**config.mk**
```make
export PLATFORM = sky130hd
export DESIGN_NAME = spi_reg_bridge
export DESIGN_NICKNAME = d
export VERILOG_FILES = /design/src/rtl/spi_bridge_pkg.sv /design/src/rtl/spi_bridge_sync.sv /design/src/rtl/spi_bridge_edge.sv /design/src/rtl/spi_reg_bridge.sv
export SDC_FILE = /design/constraint.sdc
export NUM_CORES = 1
export LEC_CHECK = 0
export BUFFER_PORTS_ARGS = -buffer_cell sky130_fd_sc_hd__buf_4
export CORE_AREA = 4 4 95 97
export CTS_BUF_LIST = sky130_fd_sc_hd__clkbuf_4 sky130_fd_sc_hd__clkbuf_8 sky130_fd_sc_hd__clkbuf_16
export CTS_CLUSTER_SIZE = 30
export DETAILED_ROUTE_END_ITERATION = 16
export DIE_AREA = 0 0 99 101
export GPL_TIMING_DRIVEN = 0
export PLACE_DENSITY = 0.74
export SYNTH_ARGS = -nofsm -noshare
export SYNTH_HDL_FRONTEND = slang
export SYNTH_SLANG_ARGS = --single-unit
```
**constraint.sdc**
```tcl
create_clock -name clk -period 2.2 [get_ports clk]
set_input_delay 0.33 -clock clk [delete_from_list [all_inputs] [get_ports clk]]
set_output_delay 0.33 -clock clk [all_outputs]
set_load 0.01 [all_outputs]
```
**src/rtl/spi_bridge_pkg.sv**
```systemverilog
package spi_bridge_pkg;

    typedef enum logic [1:0] {
        ST_IDLE  = 2'd0,
        ST_CTRL  = 2'd1,
        ST_RDATA = 2'd2,
        ST_WDATA = 2'd3
    } br_state_t;

    function automatic logic [7:0] flip8(input logic [7:0] v);
        logic [7:0] r;
        for (int i = 0; i < 8; i++) begin
            r[i] = v[7-i];
        end
        return r;
    endfunction

endpackage

```
**src/rtl/spi_bridge_sync.sv**
```systemverilog
module spi_bridge_sync #(
    parameter int               WIDTH   = 3,
    parameter int               STAGES  = 2,
    parameter logic [WIDTH-1:0] RST_VAL = '0
) (
    input  logic             clk,
    input  logic             rst_n,
    input  logic [WIDTH-1:0] d_in,
    output logic [WIDTH-1:0] d_out
);

    logic [STAGES-1:0][WIDTH-1:0] chain;

    always_ff @(posedge clk or negedge rst_n) begin
        if (!rst_n) begin
            chain <= {STAGES{RST_VAL}};
        end else begin
            for (int i = STAGES - 1; i > 0; i--) begin
                chain[i] <= chain[i-1];
            end
            chain[0] <= d_in;
        end
    end

    assign d_out = chain[STAGES-1];

endmodule

```
**src/rtl/spi_bridge_edge.sv**
```systemverilog
module spi_bridge_edge (
    input  logic clk,
    input  logic rst_n,
    input  logic sclk_s,
    input  logic cpol,
    input  logic cpha,
    output logic smp,
    output logic shf
);

    logic sclk_d;
    logic rise;
    logic fall;
    logic smp_on_rise;

    always_ff @(posedge clk or negedge rst_n) begin
        if (!rst_n) begin
            sclk_d <= 1'b0;
        end else begin
            sclk_d <= sclk_s;
        end
    end

    assign rise        = sclk_s & ~sclk_d;
    assign fall        = ~sclk_s & sclk_d;
    assign smp_on_rise = (cpol == cpha);
    assign smp         = smp_on_rise ? rise : fall;
    assign shf         = smp_on_rise ? fall : rise;

endmodule

```
**src/rtl/spi_reg_bridge.sv**
```systemverilog
module spi_reg_bridge
    import spi_bridge_pkg::*;
#(
    parameter int ADDR_W      = 13,
    parameter int SYNC_STAGES = 2
) (
    input  logic              clk,
    input  logic              rst_n,
    input  logic              cfg_cpol,
    input  logic              cfg_cpha,
    input  logic              cfg_swap,
    input  logic              spi_sclk,
    input  logic              spi_cs_n,
    input  logic              spi_mosi,
    output logic              spi_miso,
    output logic              req_valid,
    output logic              req_write,
    output logic [ADDR_W-1:0] req_addr,
    output logic [7:0]        req_wdata,
    input  logic [7:0]        rsp_rdata
);

    localparam int CTRL_LEN = ((ADDR_W + 2 + 7) / 8) * 8;
    localparam int CNT_W    = $clog2(CTRL_LEN);
    localparam logic [CNT_W-1:0] CTRL_LAST = CNT_W'(CTRL_LEN - 1);
    localparam logic [CNT_W-1:0] BYTE_LAST = CNT_W'(7);

    logic [2:0] pin_s;
    logic       cs_s;
    logic       sclk_s;
    logic       mosi_s;
    logic       smp;
    logic       shf;

    spi_bridge_sync #(
        .WIDTH  (3),
        .STAGES (SYNC_STAGES),
        .RST_VAL(3'b100)
    ) u_sync (
        .clk  (clk),
        .rst_n(rst_n),
        .d_in ({spi_cs_n, spi_sclk, spi_mosi}),
        .d_out(pin_s)
    );

    assign cs_s   = pin_s[2];
    assign sclk_s = pin_s[1];
    assign mosi_s = pin_s[0];

    spi_bridge_edge u_edge (
        .clk   (clk),
        .rst_n (rst_n),
        .sclk_s(sclk_s),
        .cpol  (cfg_cpol),
        .cpha  (cfg_cpha),
        .smp   (smp),
        .shf   (shf)
    );

    br_state_t           state;
    br_state_t           state_nx;
    logic [CNT_W-1:0]    bit_cnt;
    logic [CTRL_LEN-2:0] rx_sr;
    logic [CTRL_LEN-1:0] rx_nx;
    logic [ADDR_W-1:0]   addr_q;
    logic [ADDR_W-1:0]   addr_raw;
    logic [ADDR_W-1:0]   addr_dec;
    logic [ADDR_W-1:0]   addr_inc;
    logic                burst_q;
    logic [7:0]          rd_byte;
    logic                rd_stage;
    logic                miso_q;
    logic                ctrl_done;
    logic                byte_done;
    logic                ctl_rw;
    logic                ctl_burst;
    logic [7:0]          data_nx;
    logic [2:0]          tx_idx;

    // Serial word as it would look after the current sample.
    assign rx_nx     = {rx_sr, mosi_s};
    assign ctl_rw    = rx_nx[CTRL_LEN-1];
    assign ctl_burst = rx_nx[0];
    assign addr_raw  = rx_nx[CTRL_LEN-2 -: ADDR_W];
    assign data_nx   = cfg_swap ? flip8(rx_nx[7:0]) : rx_nx[7:0];
    assign addr_inc  = addr_q + 1'b1;
    assign tx_idx    = cfg_swap ? bit_cnt[2:0] : (3'd7 - bit_cnt[2:0]);

    always_comb begin
        for (int i = 0; i < ADDR_W; i++) begin
            addr_dec[i] = cfg_swap ? addr_raw[ADDR_W-1-i] : addr_raw[i];
        end
    end

    assign ctrl_done = (state == ST_CTRL) && smp && !cs_s && (bit_cnt == CTRL_LAST);
    assign byte_done = ((state == ST_RDATA) || (state == ST_WDATA)) && smp && !cs_s
                       && (bit_cnt == BYTE_LAST);

    // Next-state decode.
    always_comb begin
        state_nx = state;
        unique case (state)
            ST_IDLE: begin
                if (!cs_s) state_nx = ST_CTRL;
            end
            ST_CTRL: begin
                if (cs_s)           state_nx = ST_IDLE;
                else if (ctrl_done) state_nx = ctl_rw ? ST_RDATA : ST_WDATA;
            end
            ST_RDATA, ST_WDATA: begin
                if (cs_s)                       state_nx = ST_IDLE;
                else if (byte_done && !burst_q) state_nx = ST_CTRL;
            end
            default: state_nx = ST_IDLE;
        endcase
    end

    // State register.
    always_ff @(posedge clk or negedge rst_n) begin
        if (!rst_n) state <= ST_IDLE;
        else        state <= state_nx;
    end

    // Datapath and outputs.
    always_ff @(posedge clk or negedge rst_n) begin
        if (!rst_n) begin
            bit_cnt   <= '0;
            rx_sr     <= '0;
            addr_q    <= '0;
            burst_q   <= 1'b0;
            rd_byte   <= '0;
            rd_stage  <= 1'b0;
            miso_q    <= 1'b0;
            req_valid <= 1'b0;
            req_write <= 1'b0;
            req_addr  <= '0;
            req_wdata <= '0;
        end else begin
            req_valid <= 1'b0;
            rd_stage  <= req_valid && !req_write;
            if (rd_stage) rd_byte <= rsp_rdata;

            if ((state == ST_IDLE) || cs_s) begin
                bit_cnt <= '0;
                miso_q  <= 1'b0;
            end else begin
                if (smp) begin
                    rx_sr   <= rx_nx[CTRL_LEN-2:0];
                    bit_cnt <= (ctrl_done || byte_done) ? '0 : bit_cnt + 1'b1;
                end
                if (shf) begin
                    miso_q <= (state == ST_RDATA) ? rd_byte[tx_idx] : 1'b0;
                end
                if (ctrl_done) begin
                    addr_q  <= addr_dec;
                    burst_q <= ctl_burst;
                    if (ctl_rw) begin
                        req_valid <= 1'b1;
                        req_write <= 1'b0;
                        req_addr  <= addr_dec;
                    end
                end
                if (byte_done && (state == ST_WDATA)) begin
                    req_valid <= 1'b1;
                    req_write <= 1'b1;
                    req_addr  <= addr_q;
                    req_wdata <= data_nx;
                    if (burst_q) addr_q <= addr_inc;
                end
                if (byte_done && (state == ST_RDATA) && burst_q) begin
                    addr_q    <= addr_inc;
                    req_valid <= 1'b1;
                    req_write <= 1'b0;
                    req_addr  <= addr_inc;
                end
            end
        end
    end

    assign spi_miso = miso_q;

endmodule

```
==> qor.txt, run 1 <==
Outcome -> finished, final reports clean
First-pass GRT wire length -> 15.9 mm
Final Routed Wirelength -> 9.40 mm
Count of different cell masters after synthesis -> 58
Layout area overhead -> 16.6%
Register area share after synthesis -> 47.2%
Vias per inst -> 5.96
Port Buffer Count -> 39
# clock sinks -> 75
Drt wl/cell -> 17.6 um
CP max-delay cell -> dfstp_2
Clk slew on worst S/H paths -> 0.09 ns
Yosys top cell by area -> dfrtp_1
Worst hold path class -> in2reg
DRC -> 0
Worst clock skew -> 0.0141 ns
Inserted Diodes -> 0
Post-synth EDFFs -> 0
Largest net degree at the start of global routing -> 76
Root buf cell -> clkbuf_8
Synth Instances -> 375
Critical Path End Type -> flop
WP buf/inv -> 1
DR pass1 iterations -> 5
Die Height -> 101 um
Crit path largest cell delay -> 0.62 ns
Die Area -> 0.0100 mm^2
Placed instance area -> 0.00441 mm^2
Fmax -> 480 MHz
Core area -> 0.00813 mm^2
Post-CTS Hold Fix Bufs -> 0
Syn Std Cell Area -> 0.00398 mm^2
Pleak -> 0.00206 uW
Synth area leaders -> dfrtp_1, mux2_2, a21oi_1, mux2i_1, nand2_1
Min Hold Slack -> 0.0752 ns
CTS tree -> done
Layout cell share with drive strength beyond 1 -> 27.7%
Row count -> 33
Ports -> 40
Final Critical Period -> 2.08 ns
Yosys top cell area share -> 45.9%
Leading cell types in the layout, fill and taps excluded -> dfrtp_1, buf_4, a21oi_1
Mean Syn Cell Area -> 10.6 um^2
TNS Setup -> 0 ns
Initial cell density of the core -> 48.9%
Commonest non-fill, non-tap cell in the layout -> dfrtp_1
CTS buffer count -> 9
Async SR Flop Fraction -> 100%
Worst-path fanout max -> 9
Via Count -> 3189
Number of global-route vias before repair -> 3178
Final setup vio count -> 0
GRT Resource Usage Total -> 19.9%
Top Family by Delay on Critical Path -> compound AO/OA/AOI/OAI gates
Max-Cap Viols -> 0
Post-route ant nets -> 0
Dpl hpwl -> 6.71 mm
Syn. warnings -> 0
Antenna violations before repair -> 0
#FFs+latches synth -> 75
Synth Flop Type -> dfrtp_1
Tcrit/Tclk final -> 94.6%
H-tree levels -> 3
RD Place Congestion -> 0.957
WS Path Type -> reg2reg
DIE WIDTH -> 99 um
Crit path arrival time -> 2.33 ns
Syn nets -> 393
Unrepaired setup endpoints after global routing -> false
Gr ovfl total -> 0
CP Data Required Time -> 2.44 ns
Worst-margin pin slew -> 0.934 ns
Final hold violations -> 0
Dpl cells -> 519
Worst-path cell chain -> and4bb_2 -> buf_2 -> o21ai_0 -> a21oi_1 -> o221a_2
Max Root-Sink Buffers -> 2
Power per cell area -> 640 mW/mm^2
Layout Nets -> 443
Crit start category -> flop
Max VDD drop -> 474 uV
Layout Cells excl Fill -> 535
Final instance area -> 0.00464 mm^2
Clock Latency Late Sink -> 0.35 ns
Slew Limit Fails -> 0
Slew headroom -> 37.7%
R2R Setup Slk -> 0.12 ns
Initial DRC count -> 279
## final cells by class
cell class              count  area (um^2)
clock buffers               9          124
plain buffers              22          116
well taps                 105          131
fillers                   693         3490
flip-flops and latches     75         1880
inverters                   9         33.8
multi-input cells         269         1960
clock inverters             7         98.8
repair buffers             39          293
## path summary, 6_finish.rpt
path,start,end,cells past startpoint
setup / recovery,u_sync.d_out[2]$_DFF_PN1_,addr_q[5]$_DFFE_PN0P_,5
hold reg to reg,u_sync.chain[0]$_DFF_PN0_,u_sync.d_out[0]$_DFF_PN0_,0
setup reg to reg,u_sync.d_out[2]$_DFF_PN1_,addr_q[5]$_DFFE_PN0P_,5
hold / removal,spi_mosi,u_sync.chain[0]$_DFF_PN0_,1
max in group asynchronous,rst_n,addr_q[0]$_DFFE_PN0P_,1
min in group asynchronous,rst_n,rd_byte[0]$_DFFE_PN0P_,1
## cell families after synthesis
family,synth area share [%]
AO/OA/AOI/OAI,18.0
XOR/XNOR,3.11
adder cells (fa/ha/maj),0.628
buffers and inverters,3.77
flip-flops,47.2
multiplexers,13.7
AND/OR/NAND/NOR,13.6
## cells in the mapped netlist (all sizes together) (9+ instances only)
master	n
mux2i	16
clkbuf	9
mux2	29
nand2	27
inv	9
nor2	26
nor3	9
dfrtp	73
a21oi	38
o21ai	16
a22oi	10
buf	13
## state kept, by name, summed over array words and instances (netlist names), 2 cells and up
| signal | cells |
|---|---|
| rd_byte | 8 |
| state | 2 |
| rx_sr | 15 |
| req_wdata | 8 |
| u_sync.d_out | 3 |
| addr_q | 13 |
| u_sync.chain | 3 |
| req_addr | 13 |
| bit_cnt | 4 |
## routing by layer
metal / global-route usage [%] / part of all wire, % / vias up
met2: 32.9 / 49 / 102
met3: 4.15 / 5.5 / 8
met4: 5.67 / 1.0 / 0
met1: 26.7 / 44 / 1580
met5: 0 / 0 / -
li1: - / - / 1499
## power breakdown
part | switching [uW] | leakage [uW] | total, uW | internal, uW
logic | 140 | 0.000947 | 266 | 126
clock network | 554 | 0.000110 | 1200 | 646
registers | 70.1 | 0.00100 | 1500 | 1430
## stage by stage
stage	worst slack, ns	util (%)	total power, uW
after CTS	0.0834	56.9	2980
after detailed placement	0.107	54.2	1790
after global placement	0.117	54.2	1790
after global routing	0.0333	57.1	3090
after floorplan	0.346	-	1680
final	0.118	57.1	2970
## repair_timing
action	4_1_cts	5_1_grt
gates resized for setup	0	3
setup buffers	0	0
setup endpoints to repair	0	9
Note: power is estimated with default switching activity, not from simulation.
==> run 2: changes to the inputs <==
Clock period 2.2 ns to 2.34 ns, I/O delays scaled along.
==> run 2 against run 1 <==
Effect of this change:
- maximum frequency fell by 2.2%
- setup slack improved by 0.094 ns
- utilization down 0.15 points
- die area is the same
- sequential share of layout area rose by 0.083 points
- non-clock buffer count is the same
- highest routed layer unchanged
- via count is 0.44% higher
- flip-flop and latch count unchanged
==> qor.txt, run 2 (synthesis gave the netlist of run 1 again) <==
RD Place Congestion -> 0.957 (unchanged)
Outcome -> finished, final reports clean
Die Height -> 101 um (unchanged)
Die Area -> 0.0100 mm^2 (unchanged)
Row count -> 33 (unchanged)
Biggest regs -> rx_sr: 15 flops, addr_q: 13 flops, req_addr: 13 flops
Pre-CTS WS -> 0.247 ns (+0.140 ns)
Switching power share of the total -> 25.8% (+0.058 points)
Post-route ant nets -> 0 (unchanged)
CP max-delay cell -> dfrtp_1
TNS Setup -> 0 ns (unchanged)
Drt wl/cell -> 17.6 um (+0.31%)
Fmax -> 470 MHz (-2.2%)
Dpl hpwl -> 6.71 mm (unchanged)
Worst setup path startpoint -> addr_q[0]$_DFFE_PN0P_
Initial DRC count -> 300 (+7.5%)
CTS tree -> done
Commonest non-fill, non-tap cell in the layout -> dfrtp_1
Root buf cell -> clkbuf_8
Core area -> 0.00813 mm^2 (unchanged)
Biggest register -> rx_sr
Worst-path cell chain -> ha_1 -> nand3_2 -> nor3_2 -> or3b_1 -> xor2_1 -> a221oi_1
Worst clock skew -> 0.0130 ns (-0.00104 ns)
Pleak -> 0.00205 uW (-0.74%)
# fillers -> 695 (+0.29%)
Worst hold path class -> in2reg
Final hold violations -> 0 (unchanged)
Slew headroom -> 37.1% (-0.66 points)
Inserted Diodes -> 0 (unchanged)
Layout Cells excl Fill -> 535 (unchanged)
Min Hold Slack -> 0.0975 ns (+0.0223 ns)
Layout area overhead -> 16.2%
Gr ovfl total -> 0 (unchanged)
DRC -> 0 (unchanged)
WS Path Type -> reg2reg
Largest register FFs -> 15 (unchanged)
Power per cell area -> 604 mW/mm^2 (-5.7%)
# clock sinks -> 75 (unchanged)
Max VDD drop -> 445 uV (-6.0%)
Clock share of power -> 40.5% (about the same)
Final Critical Period -> 2.13 ns (+0.0463 ns)
Slew Limit Fails -> 0 (unchanged)
Initial cell density of the core -> 48.9% (unchanged)
Worst-margin pin slew -> 0.944 ns (+0.00986 ns)
Final Routed Wirelength -> 9.43 mm (+0.31%)
CP Data Required Time -> 2.60 ns (+0.16 ns)
Crit path largest cell delay -> 0.45 ns (-0.17 ns)
Number of global-route vias before repair -> 3178 (unchanged)
Crit start category -> flop
Unrepaired setup endpoints after global routing -> false
Sequential share of power -> 50.6% (about the same)
Crit path arrival time -> 2.39 ns (+0.06 ns)
Post-CTS Hold Fix Bufs -> 0 (unchanged)
Worst hold path startpoint -> spi_mosi
Dpl cells -> 519 (unchanged)
DR pass1 iterations -> 5 (unchanged)
Tcrit/Tclk final -> 91.0% (-3.7 points)
Worst r2r src -> addr_q[0]$_DFFE_PN0P_
Leading cell types in the layout, fill and taps excluded -> dfrtp_1, buf_4, a21oi_1
Critical Path End Type -> flop
Combinational share of power -> 9.0% (about the same)
Final setup margin -> 0.211 ns (+0.0937 ns)
Max-Cap Viols -> 0 (unchanged)
P_int -> 2070 uW (-6.0%)
Power after layout -> 2790 uW (-5.9%)
GRT Resource Usage Total -> 19.9% (unchanged)
Layout cell share with drive strength beyond 1 -> 27.4% (-0.23 points)
Layout Nets -> 443 (unchanged)
Number of setup buffers added after CTS -> 0 (unchanged)
CTS buffer count -> 9 (unchanged)
Vias per inst -> 5.99 (+0.44%)
Max Root-Sink Buffers -> 2 (unchanged)
Final setup vio count -> 0 (unchanged)
Ports -> 40 (unchanged)
H-tree levels -> 3 (unchanged)
Clock Latency Late Sink -> 0.35 ns (about the same)
Clk slew on worst S/H paths -> 0.09 ns (about the same)
Port Buffer Count -> 39 (unchanged)
Antenna violations before repair -> 0 (unchanged)
Largest net degree at the start of global routing -> 76 (unchanged)
Psw -> 720 uW (-5.7%)
Via Count -> 3203 (+0.44%)
First-pass GRT wire length -> 15.9 mm (unchanged)
Worst-path fanout max -> 7 (-2)
Post-cts resize count -> 0 (unchanged)
DIE WIDTH -> 99 um (unchanged)
run 2: cell type report:
class,count,area [um^2],area share (%)
Buffer,22,116,2.51
Clock buffer,9,124,2.68
Clock inverter,7,98.8,2.14
Inverter,9,33.8,0.730
Multi-Input combinational cell,269,1950,42.2
Sequential cell,75,1880,40.6
Tap cell,105,131,2.84
Timing Repair Buffer,39,293,6.33
run 2: path summary, 6_finish.rpt:
check | end | cells after the start | slack [ns]
worst max-delay path | addr_q[12]$_DFFE_PN0P_ | 6 | 0.21
worst min-delay path | u_sync.chain[0]$_DFF_PN0_ | 1 | 0.1
worst max register to register | addr_q[12]$_DFFE_PN0P_ | 6 | 0.21
worst min register to register | u_sync.d_out[0]$_DFF_PN0_ | 0 | 0.35
max in group asynchronous | addr_q[1]$_DFFE_PN0P_ | 1 | 1.59
min in group asynchronous | rd_byte[0]$_DFFE_PN0P_ | 1 | 0.13
run 2: critical path: cells and delay by family, from the launching register on:
family | cells | cell delay [ns]
DFF | 1 | 0.45
and+or+nand+nor | 3 | 0.82
adders and majority gates | 1 | 0.29
xor gates and xnor gates | 1 | 0.17
AOI/OAI and AO/OA | 1 | 0.28
run 2: power by group through the flow:
| stage | Sequential, uW | Combinational, uW | Clock [uW] |
|---|---|---|---|
| after floorplan | 1410 | 162 | 0 |
| after global placement | 1430 | 248 | 0 |
| after detailed placement | 1440 | 249 | 0 |
| after CTS | 1410 | 250 | 1140 |
| after global routing | 1420 | 275 | 1200 |
| final | 1410 | 250 | 1130 |
run 2: metal layers:
layer,up-vias,global-route usage [%],share of wire [%]
met5,-,0,0
met4,0,5.67,1.4
met3,17,4.15,5.2
met2,108,32.9,48
met1,1580,26.7,45
li1,1498,-,-
run 2: through the flow:
stage | util [%] | cell area [um^2]
after floorplan | - | 3980
after global placement | 54.2 | 4410
after detailed placement | 54.2 | 4410
after CTS | 56.9 | 4630
after global routing | 56.9 | 4630
final | 56.9 | 4630
